### config.mk
export PLATFORM = sky130hd
export DESIGN_NAME = mesh_barrier
export DESIGN_NICKNAME = d
export VERILOG_FILES = /design/src/rtl/mb_pkg.sv /design/src/rtl/mb_delay.sv /design/src/rtl/mb_gather_line.sv /design/src/rtl/mb_bcast_line.sv /design/src/rtl/mesh_barrier.sv
export SDC_FILE = /design/constraint.sdc
export NUM_CORES = 1
export LEC_CHECK = 0
export CORE_UTILIZATION = 30
export DETAILED_ROUTE_END_ITERATION = 10
export PLACE_DENSITY_LB_ADDON = 0.05
export SKIP_CTS_REPAIR_TIMING = 1
export SYNTH_ARGS = -nofsm -noshare
export SYNTH_HDL_FRONTEND = slang
export SYNTH_SLANG_ARGS = --single-unit
### constraint.sdc
create_clock -name clk -period 2.8 [get_ports clk]
set_input_delay 0.56 -clock clk [delete_from_list [all_inputs] [get_ports clk]]
set_output_delay 0.56 -clock clk [all_outputs]
set_load 0.02 [all_outputs]
### src/rtl/mb_pkg.sv
package mb_pkg;
  // Index of the middle position of a line of n nodes.
  function automatic int center_of(input int n);
    return (n - 1) / 2;
  endfunction

  // Largest hop count from any node of the line to its middle: ceil((n-1)/2).
  function automatic int reach_of(input int n);
    return n / 2;
  endfunction
endpackage

### src/rtl/mb_delay.sv
module mb_delay #(
  parameter int DEPTH = 1
) (
  input  logic clk,
  input  logic rst,
  input  logic d,
  output logic q
);
  logic [DEPTH-1:0] sr;

  always_ff @(posedge clk) begin
    if (rst) begin
      sr <= '0;
    end else begin
      sr[0] <= d;
      for (int i = 1; i < DEPTH; i++) sr[i] <= sr[i-1];
    end
  end

  assign q = sr[DEPTH-1];
endmodule

### src/rtl/mb_gather_line.sv
// AND-reduces one line of flags toward its middle node, one register per hop.
// Near nodes are padded so that every flag arrives after exactly H cycles.
module mb_gather_line
  import mb_pkg::*;
#(
  parameter int N = 5
) (
  input  logic         clk,
  input  logic         rst,
  input  logic [N-1:0] flags,
  output logic         all_set
);
  localparam int C = center_of(N);
  localparam int H = reach_of(N);

  logic [N-1:0] padded;
  logic [N-1:0] hop;

  for (genvar p = 0; p < N; p++) begin : g_node
    localparam int DIST = (p < C) ? (C - p) : (p - C);
    localparam int PAD  = H - DIST;

    if (PAD == 0) begin : g_nopad
      assign padded[p] = flags[p];
    end else begin : g_pad
      mb_delay #(.DEPTH(PAD)) u_pad (.clk(clk), .rst(rst), .d(flags[p]), .q(padded[p]));
    end

    if (p < C) begin : g_lo
      logic prev;
      logic acc_q;
      if (p == 0) begin : g_end
        assign prev = 1'b1;
      end else begin : g_mid
        assign prev = hop[p-1];
      end
      always_ff @(posedge clk) begin
        if (rst) acc_q <= 1'b0;
        else     acc_q <= prev & padded[p];
      end
      assign hop[p] = acc_q;
    end else if (p > C) begin : g_hi
      logic prev;
      logic acc_q;
      if (p == N - 1) begin : g_end
        assign prev = 1'b1;
      end else begin : g_mid
        assign prev = hop[p+1];
      end
      always_ff @(posedge clk) begin
        if (rst) acc_q <= 1'b0;
        else     acc_q <= prev & padded[p];
      end
      assign hop[p] = acc_q;
    end else begin : g_root
      logic lo_in;
      logic hi_in;
      if (p == 0) begin : g_nolo
        assign lo_in = 1'b1;
      end else begin : g_lo_in
        assign lo_in = hop[p-1];
      end
      if (p == N - 1) begin : g_nohi
        assign hi_in = 1'b1;
      end else begin : g_hi_in
        assign hi_in = hop[p+1];
      end
      assign hop[p]  = padded[p];
      assign all_set = hop[p] & lo_in & hi_in;
    end
  end
endmodule

### src/rtl/mb_bcast_line.sv
// Spreads a pulse from the middle node outward, one register per hop.
// Each output is padded so that all nodes see the pulse exactly H cycles later.
module mb_bcast_line
  import mb_pkg::*;
#(
  parameter int N = 5
) (
  input  logic         clk,
  input  logic         rst,
  input  logic         d,
  output logic [N-1:0] q
);
  localparam int C = center_of(N);
  localparam int H = reach_of(N);

  logic [N-1:0] hop;

  for (genvar p = 0; p < N; p++) begin : g_node
    localparam int DIST = (p < C) ? (C - p) : (p - C);
    localparam int PAD  = H - DIST;

    if (p < C) begin : g_lo
      logic stg_q;
      always_ff @(posedge clk) begin
        if (rst) stg_q <= 1'b0;
        else     stg_q <= hop[p+1];
      end
      assign hop[p] = stg_q;
    end else if (p > C) begin : g_hi
      logic stg_q;
      always_ff @(posedge clk) begin
        if (rst) stg_q <= 1'b0;
        else     stg_q <= hop[p-1];
      end
      assign hop[p] = stg_q;
    end else begin : g_src
      assign hop[p] = d;
    end

    if (PAD == 0) begin : g_nopad
      assign q[p] = hop[p];
    end else begin : g_pad
      mb_delay #(.DEPTH(PAD)) u_pad (.clk(clk), .rst(rst), .d(hop[p]), .q(q[p]));
    end
  end
endmodule

### src/rtl/mesh_barrier.sv
module mesh_barrier
  import mb_pkg::*;
#(
  parameter int K = 5
) (
  input  logic           clk,
  input  logic           rst,
  input  logic [K*K-1:0] node_empty,
  output logic [K*K-1:0] node_advance
);
  localparam int H    = reach_of(K);
  localparam int LOCK = 4 * H;
  localparam int CW   = $clog2(LOCK + 1);

  logic [K-1:0] col_all;
  logic         root_all;
  logic         fire_q;
  logic [CW-1:0] hold_cnt;
  logic [K-1:0] col_go;

  // Stage 1: each column reduces toward its middle row.
  for (genvar c = 0; c < K; c++) begin : g_col_gather
    logic [K-1:0] cflags;
    for (genvar r = 0; r < K; r++) begin : g_row
      assign cflags[r] = node_empty[r*K + c];
    end
    mb_gather_line #(.N(K)) u_gather (
      .clk(clk), .rst(rst), .flags(cflags), .all_set(col_all[c])
    );
  end

  // Stage 2: the middle row reduces the column results at the root.
  mb_gather_line #(.N(K)) u_row_gather (
    .clk(clk), .rst(rst), .flags(col_all), .all_set(root_all)
  );

  // Root decision with lockout, so one empty condition yields one advance.
  always_ff @(posedge clk) begin
    if (rst) begin
      fire_q   <= 1'b0;
      hold_cnt <= '0;
    end else begin
      fire_q <= root_all && (hold_cnt == '0);
      if (root_all && (hold_cnt == '0)) hold_cnt <= CW'(LOCK);
      else if (hold_cnt != '0)          hold_cnt <= hold_cnt - 1'b1;
    end
  end

  // Reverse tree: along the middle row, then down every column.
  mb_bcast_line #(.N(K)) u_row_bcast (
    .clk(clk), .rst(rst), .d(fire_q), .q(col_go)
  );

  for (genvar c = 0; c < K; c++) begin : g_col_bcast
    logic [K-1:0] cpulse;
    mb_bcast_line #(.N(K)) u_bcast (
      .clk(clk), .rst(rst), .d(col_go[c]), .q(cpulse)
    );
    for (genvar r = 0; r < K; r++) begin : g_row
      assign node_advance[r*K + c] = cpulse[r];
    end
  end
endmodule

==> impl_metrics.tcl, run 1 <==
set metrics [dict create \
    crit_path_start_kind "flop" \
    syn_area_sq_um 1850 \
    setup_viol 0 \
    synth_compound_area_share_pct 1.35 \
    crit_chain "clkdlybuf4s50_1" \
    gp_congestion 0.613 \
    synth_area_leaders "dfxtp_1, nor2b_1, buf_4, nor2_1, and4b_1" \
    ios 52 \
    vdd_drop_max_mv 0.311 \
    hpwl_um 1600 \
    synth_top_family_by_area "simple AND/OR/NAND/NOR gates" \
    die-area_sq_um 6480 \
    cp.required_ns 2.24 \
    grt_pass1_wl_um 4010 \
    final_cells 283 \
    drt_iter0_markers 21 \
    areaGrowthSynthToFinish_pct 31.2 \
    hold_viol 0 \
    port_buffers 51 \
    clk_pin_slew_ns 0.06 \
    yosysTopAreaCellShare_pct 61.7 \
    synth-edff-count 0 \
    worst-setup-path-type "reg2out" \
    die_w_um 80.5 \
    cp_slowest_cell "dfxtp_1" \
    htree_num_levels 3 \
    async_flop_share_pct 0 \
    yosys-mux-area-fraction_pct 0.541 \
    grt_pass1_vias 972 \
    worst-path-buf-inv 1 \
    cts_tree "yes" \
    track_usage_pct 8.88 \
    synthTopCellsByCount "dfxtp_1, nor2b_1, buf_4, nor2_1, nand2_1" \
    synth_fp_nets 198 \
    wl_um 2400 \
    worst_pin_slew_ns 0.646 \
    rows 28 \
    synth_cell_types 21 \
    power.total_mw 1.73 \
    synth_cells 170 \
    final_nets 231 \
    fin_util_pct 41.0 \
    drv_cap 0 \
    placed_cells 267 \
    avgSynthCellArea_sq_um 10.9 \
    drc_errors 0 \
    vias_per_cell 3.86 \
    finalCriticalPeriod_ns 2.35 \
    synth_xor_area_share_pct 0.474 \
    arrival_ns 1.79 \
    yosysTopAreaCell "dfxtp_1" \
    status "finished clean" \
    numCtsBuffers 9 \
    drv_slew 0 \
    root_buffer "clkbuf_8" \
    slowest_delay_ns 0.73 \
    yosys.area_share.simple_pct 23.4 \
    yosys_most_used_dff "dfxtp_1" \
    routedWlPerCell_um 8.48 \
    antenna_cells 0 \
    rsz0062_at_grt "false" \
    coreArea_sq_um 5920 \
    tns_ns 0 \
    timing.fmax_ghz 0.426 \
    yosys.area_share.adder_pct 0.677 \
    hold_ws_ns 0.409 \
    final_antenna_net_count 0 \
    setup.worst_path.end_class "primary output" \
    regArea_sq_um 1140 \
    antenna_found_initial 0 \
    period_share_pct 83.9 \
    relSlewSlack_pct 56.9 \
    synth.most_common_cell "dfxtp_1" \
    die_h_um 80.5 \
    ys_warn_count 0 \
    clock_sinks 57 \
    synth-seq-cells 57 \
    yosysSeqAreaShare_pct 61.7 \
    grt_max_degree 41 \
    cts_buffer_depth 2 \
    fill_cells 570 \
    multi_input_area_sq_um 489 \
    initial_core_util_pct 31.2 \
    fin_worst_skew_ns 0.00603 \
    clk_latency_ns 0.32 \
    drive_gt1_share_pct 9.62 \
    power_per_cell_area_nw_per_um2 715 \
    p_leak_nw 0.946 \
    critical-path-top-delay-family "flip-flops" \
    min-delay-path-class "reg2reg" \
    dr_total_vias 1092 \
    dr.pass1.iters 2 \
    crit_fanout 25 \
    grt.overflow.total 0 \
]
per-layer routing:
layer | vias to the layer above | wire [um] | global-route usage (%)
met1 | 483 | 1050 | 8.55
met4 | 0 | 79 | 8.57
met5 | - | 0 | 0
met3 | 7 | 150 | 5.11
li1 | 572 | - | -
met2 | 30 | 1120 | 13.1
logic make-up after synthesis:
kind of cell / count (synthesis)
AO/OA/AOI/OAI: 3
AND/OR/NAND/NOR: 74
adder cells (fa/ha/maj): 1
flip-flops: 57
multiplexers: 1
buffers and inverters: 33
XOR/XNOR: 1
final timing paths:
check	start	depth (start not counted)	endpoint	slack, ns
setup / recovery	flop	1	node_advance[2]	0.45
hold / removal	g_col_gather[2].u_gather.g_node[1].g_pad.u_pad.q$_SDFF_PP0_	2	g_col_gather[2].u_gather.g_node[1].g_lo.acc_q$_SDFF_PP0_	0.41
hold reg to reg	g_col_gather[2].u_gather.g_node[1].g_pad.u_pad.q$_SDFF_PP0_	2	g_col_gather[2].u_gather.g_node[1].g_lo.acc_q$_SDFF_PP0_	0.41
setup reg to reg	hold_cnt[0]$_SDFFE_PP0P_	5	hold_cnt[1]$_SDFFE_PP0P_	1.38
layout make-up:
class / instances / share of cell area (%)
Clock buffer: 13 / 6.55
Clock inverter: 3 / 0.619
Inverter: 2 / 0.309
Multi-Input combinational cell: 80 / 20.2
Sequential cell: 57 / 47.0
Tap cell: 75 / 3.87
Timing Repair Buffer: 53 / 21.5
sequential cells by signal, indices dropped and copies added, names as in the netlist, 4 cells and up:
register and cells:
g_col_gather.u_gather.g_node.g_hi.prev 5, g_col_gather.u_gather.g_node.g_lo.acc_q 10, g_col_gather.u_gather.g_node.g_pad.u_pad.q 10, g_col_gather.u_gather.g_node.g_pad.u_pad.sr 10, g_col_gather.u_gather.g_node.g_root.hi_in 5, hold_cnt 4
power breakdown:
group,total (mW),switching (mW),internal (mW)
combinational,0.207,0.0853,0.121
clock,0.645,0.280,0.365
sequential,0.883,0.0239,0.859
total,1.73,0.389,1.34
through the flow:
stage / setup slack (ns) / instance area [sq um]
after floorplan: 1.32 / 1850
after global placement: 0.853 / 2250
after detailed placement: 0.763 / 2250
after CTS: 0.402 / 2430
after global routing: 0.298 / 2430
final: 0.451 / 2430
cell usage in the layout, fill, tap and decap left out:
cell,netlist,layout
nand3b_1,1,1
buf_4,25,2
clkdlybuf4s50_1,0,50
nand4_1,1,1
ha_1,1,1
nor3b_4,1,1
clkbuf_1,3,2
dfxtp_1,57,57
nand2_1,12,12
a21oi_1,2,2
nand2b_1,1,1
buf_2,1,1
nor2b_1,36,36
inv_1,2,2
and4_4,1,1
a2111oi_2,1,1
mux2i_1,1,1
clkbuf_8,0,11
clkinv_2,0,3
xnor2_1,1,1
and4b_1,5,5
nor3_1,2,2
nor2_1,14,14
Note: power is estimated with default switching activity, not from simulation.
==> run 2, diff against run 1 <==
==> constraint.sdc (replaced) <==
create_clock -name clk -period 2.27 [get_ports clk]
set_input_delay 0.454 -clock clk [delete_from_list [all_inputs] [get_ports clk]]
set_output_delay 0.454 -clock clk [all_outputs]
set_load 0.02 [all_outputs]
==> run 2 against run 1 <==
Net effect:
- setup slack worse by 0.18 ns
- sequential share of layout area decreased by 0.85 points
- design area rose by 2.0%
- die area is the same
- flip-flop and latch count stayed put
- non-clock buffer count did not move
- cell count unchanged
- global-route usage is 0.24 points higher
- total power rose by 33%
- largest cell class unchanged
- highest routed layer unchanged
==> impl_metrics.tcl, run 2 (synthesis gave the netlist of run 1 again) <==
set metrics [dict create \
    status "finished clean" \
    gp_congestion 0.617 \
    final_common_cell "dfxtp_1" \
    areaGrowthSynthToFinish_pct 33.8 \
    antenna_cells 0 \
    numCtsBuffers 9 \
    final_antenna_net_count 0 \
    die-area_sq_um 6480 \
    finalCriticalPeriod_ns 2.00 \
    crit_chain "clkdlybuf4s50_1" \
    drive_gt1_share_pct 10.1 \
    drv_cap 0 \
    grt_pass1_vias 988 \
    final_nets 231 \
    htree_num_levels 3 \
    clock_sinks 57 \
    grt.overflow.total 0 \
    track_usage_pct 9.11 \
    worst-setup-path-type "reg2out" \
    grt_pass1_wl_um 4140 \
    p_leak_nw 0.965 \
    critical-path-top-delay-family "buffers and inverters" \
    fill_cells 558 \
    clk_pin_slew_ns 0.06 \
    crit_fanout 25 \
    die_h_um 80.5 \
    tns_ns 0 \
    initial_core_util_pct 31.2 \
    wl_um 2540 \
    vias_per_cell 3.92 \
    port_buffers 51 \
    root_buffer "clkbuf_8" \
    power.total_mw 2.30 \
    power_per_cell_area_nw_per_um2 930 \
    hpwl_um 1690 \
    worst_pin_slew_ns 0.412 \
    drv_slew 0 \
    arrival_ns 1.55 \
    clk_latency_ns 0.32 \
    fin_util_pct 41.8 \
    slowest_delay_ns 0.68 \
    timing.fmax_ghz 0.500 \
    routedWlPerCell_um 8.98 \
    setup_viol 0 \
    die_w_um 80.5 \
    dr_total_vias 1108 \
    drt_iter0_markers 23 \
    drc_errors 0 \
    period_share_pct 88.1 \
    setup.worst_path.end_class "primary output" \
    dr.pass1.iters 4 \
    crit_path_start_kind "flop" \
    worst-path-buf-inv 1 \
    rsz0062_at_grt "false" \
    hold_viol 0 \
    cp.required_ns 1.82 \
    antenna_found_initial 0 \
    fin_worst_skew_ns 0.00484 \
    ios 52 \
    mostFrequentLayoutCells "dfxtp_1, clkdlybuf4s50_1, nor2b_1" \
    cts_tree "yes" \
    coreArea_sq_um 5920 \
    cp_slowest_cell "clkdlybuf4s50_1" \
    rows 28 \
    hold_ws_ns 0.411 \
    min-delay-path-class "reg2reg" \
    cts_buffer_depth 2 \
    vdd_drop_max_mv 0.364 \
    grt_max_degree 32 \
    relSlewSlack_pct 72.5 \
]
## run 2: cell count changes in the layout (fill, tap and decap cells not counted)
cell	before	now
clkbuf_8	11	12
dfxtp_2	0	1
clkinv_2	3	1
buf_4	2	1
buf_12	0	1
bufinv_16	0	1
dfxtp_1	57	56
## run 2: stage by stage
step / cells / worst slack [ns] / area (sq um)
finish: 283 / 0.269 / 2470
detailed placement: 267 / 0.339 / 2260
global route: 283 / 0.148 / 2470
global placement: 267 / 0.428 / 2260
CTS: 283 / -0.0300 / 2470
floorplan: 170 / 0.897 / 1850
## run 2: power by group
part | total (mW) | switching [mW] | internal (mW)
registers | 1.09 | 0.0316 | 1.06
logic | 0.259 | 0.107 | 0.151
clock network | 0.952 | 0.356 | 0.596
## run 2: per-layer routing
metal / part of all wire (%) / GRT usage [%]
met5: 0 / 0
met1: 44 / 8.75
met4: 1.9 / 8.04
met3: 6.4 / 4.89
met2: 48 / 14.1
## run 2: final timing paths
| check | startpoint | to | slack (ns) | cells past startpoint |
|---|---|---|---|---|
| worst max-delay path | flop | node_advance[14] | 0.27 | 1 |
| worst min-delay path | g_col_gather[4].u_gather.g_node[1].g_pad.u_pad.q$_SDFF_PP0_ | g_col_gather[4].u_gather.g_node[1].g_lo.acc_q$_SDFF_PP0_ | 0.41 | 2 |
| worst max register to register | hold_cnt[0]$_SDFFE_PP0P_ | hold_cnt[1]$_SDFFE_PP0P_ | 0.83 | 5 |
| worst min register to register | g_col_gather[4].u_gather.g_node[1].g_pad.u_pad.q$_SDFF_PP0_ | g_col_gather[4].u_gather.g_node[1].g_lo.acc_q$_SDFF_PP0_ | 0.41 | 2 |
## run 2: layout make-up
class | count | area [sq um] | share of cell area [%]
Sequential cell | 57 | 1140 | 46.2
Timing Repair Buffer | 53 | 533 | 21.5
Multi-Input combinational cell | 80 | 489 | 19.8
Clock buffer | 14 | 173 | 6.98
Tap cell | 75 | 93.8 | 3.79
Clock inverter | 2 | 35.0 | 1.42
Inverter | 2 | 7.51 | 0.303
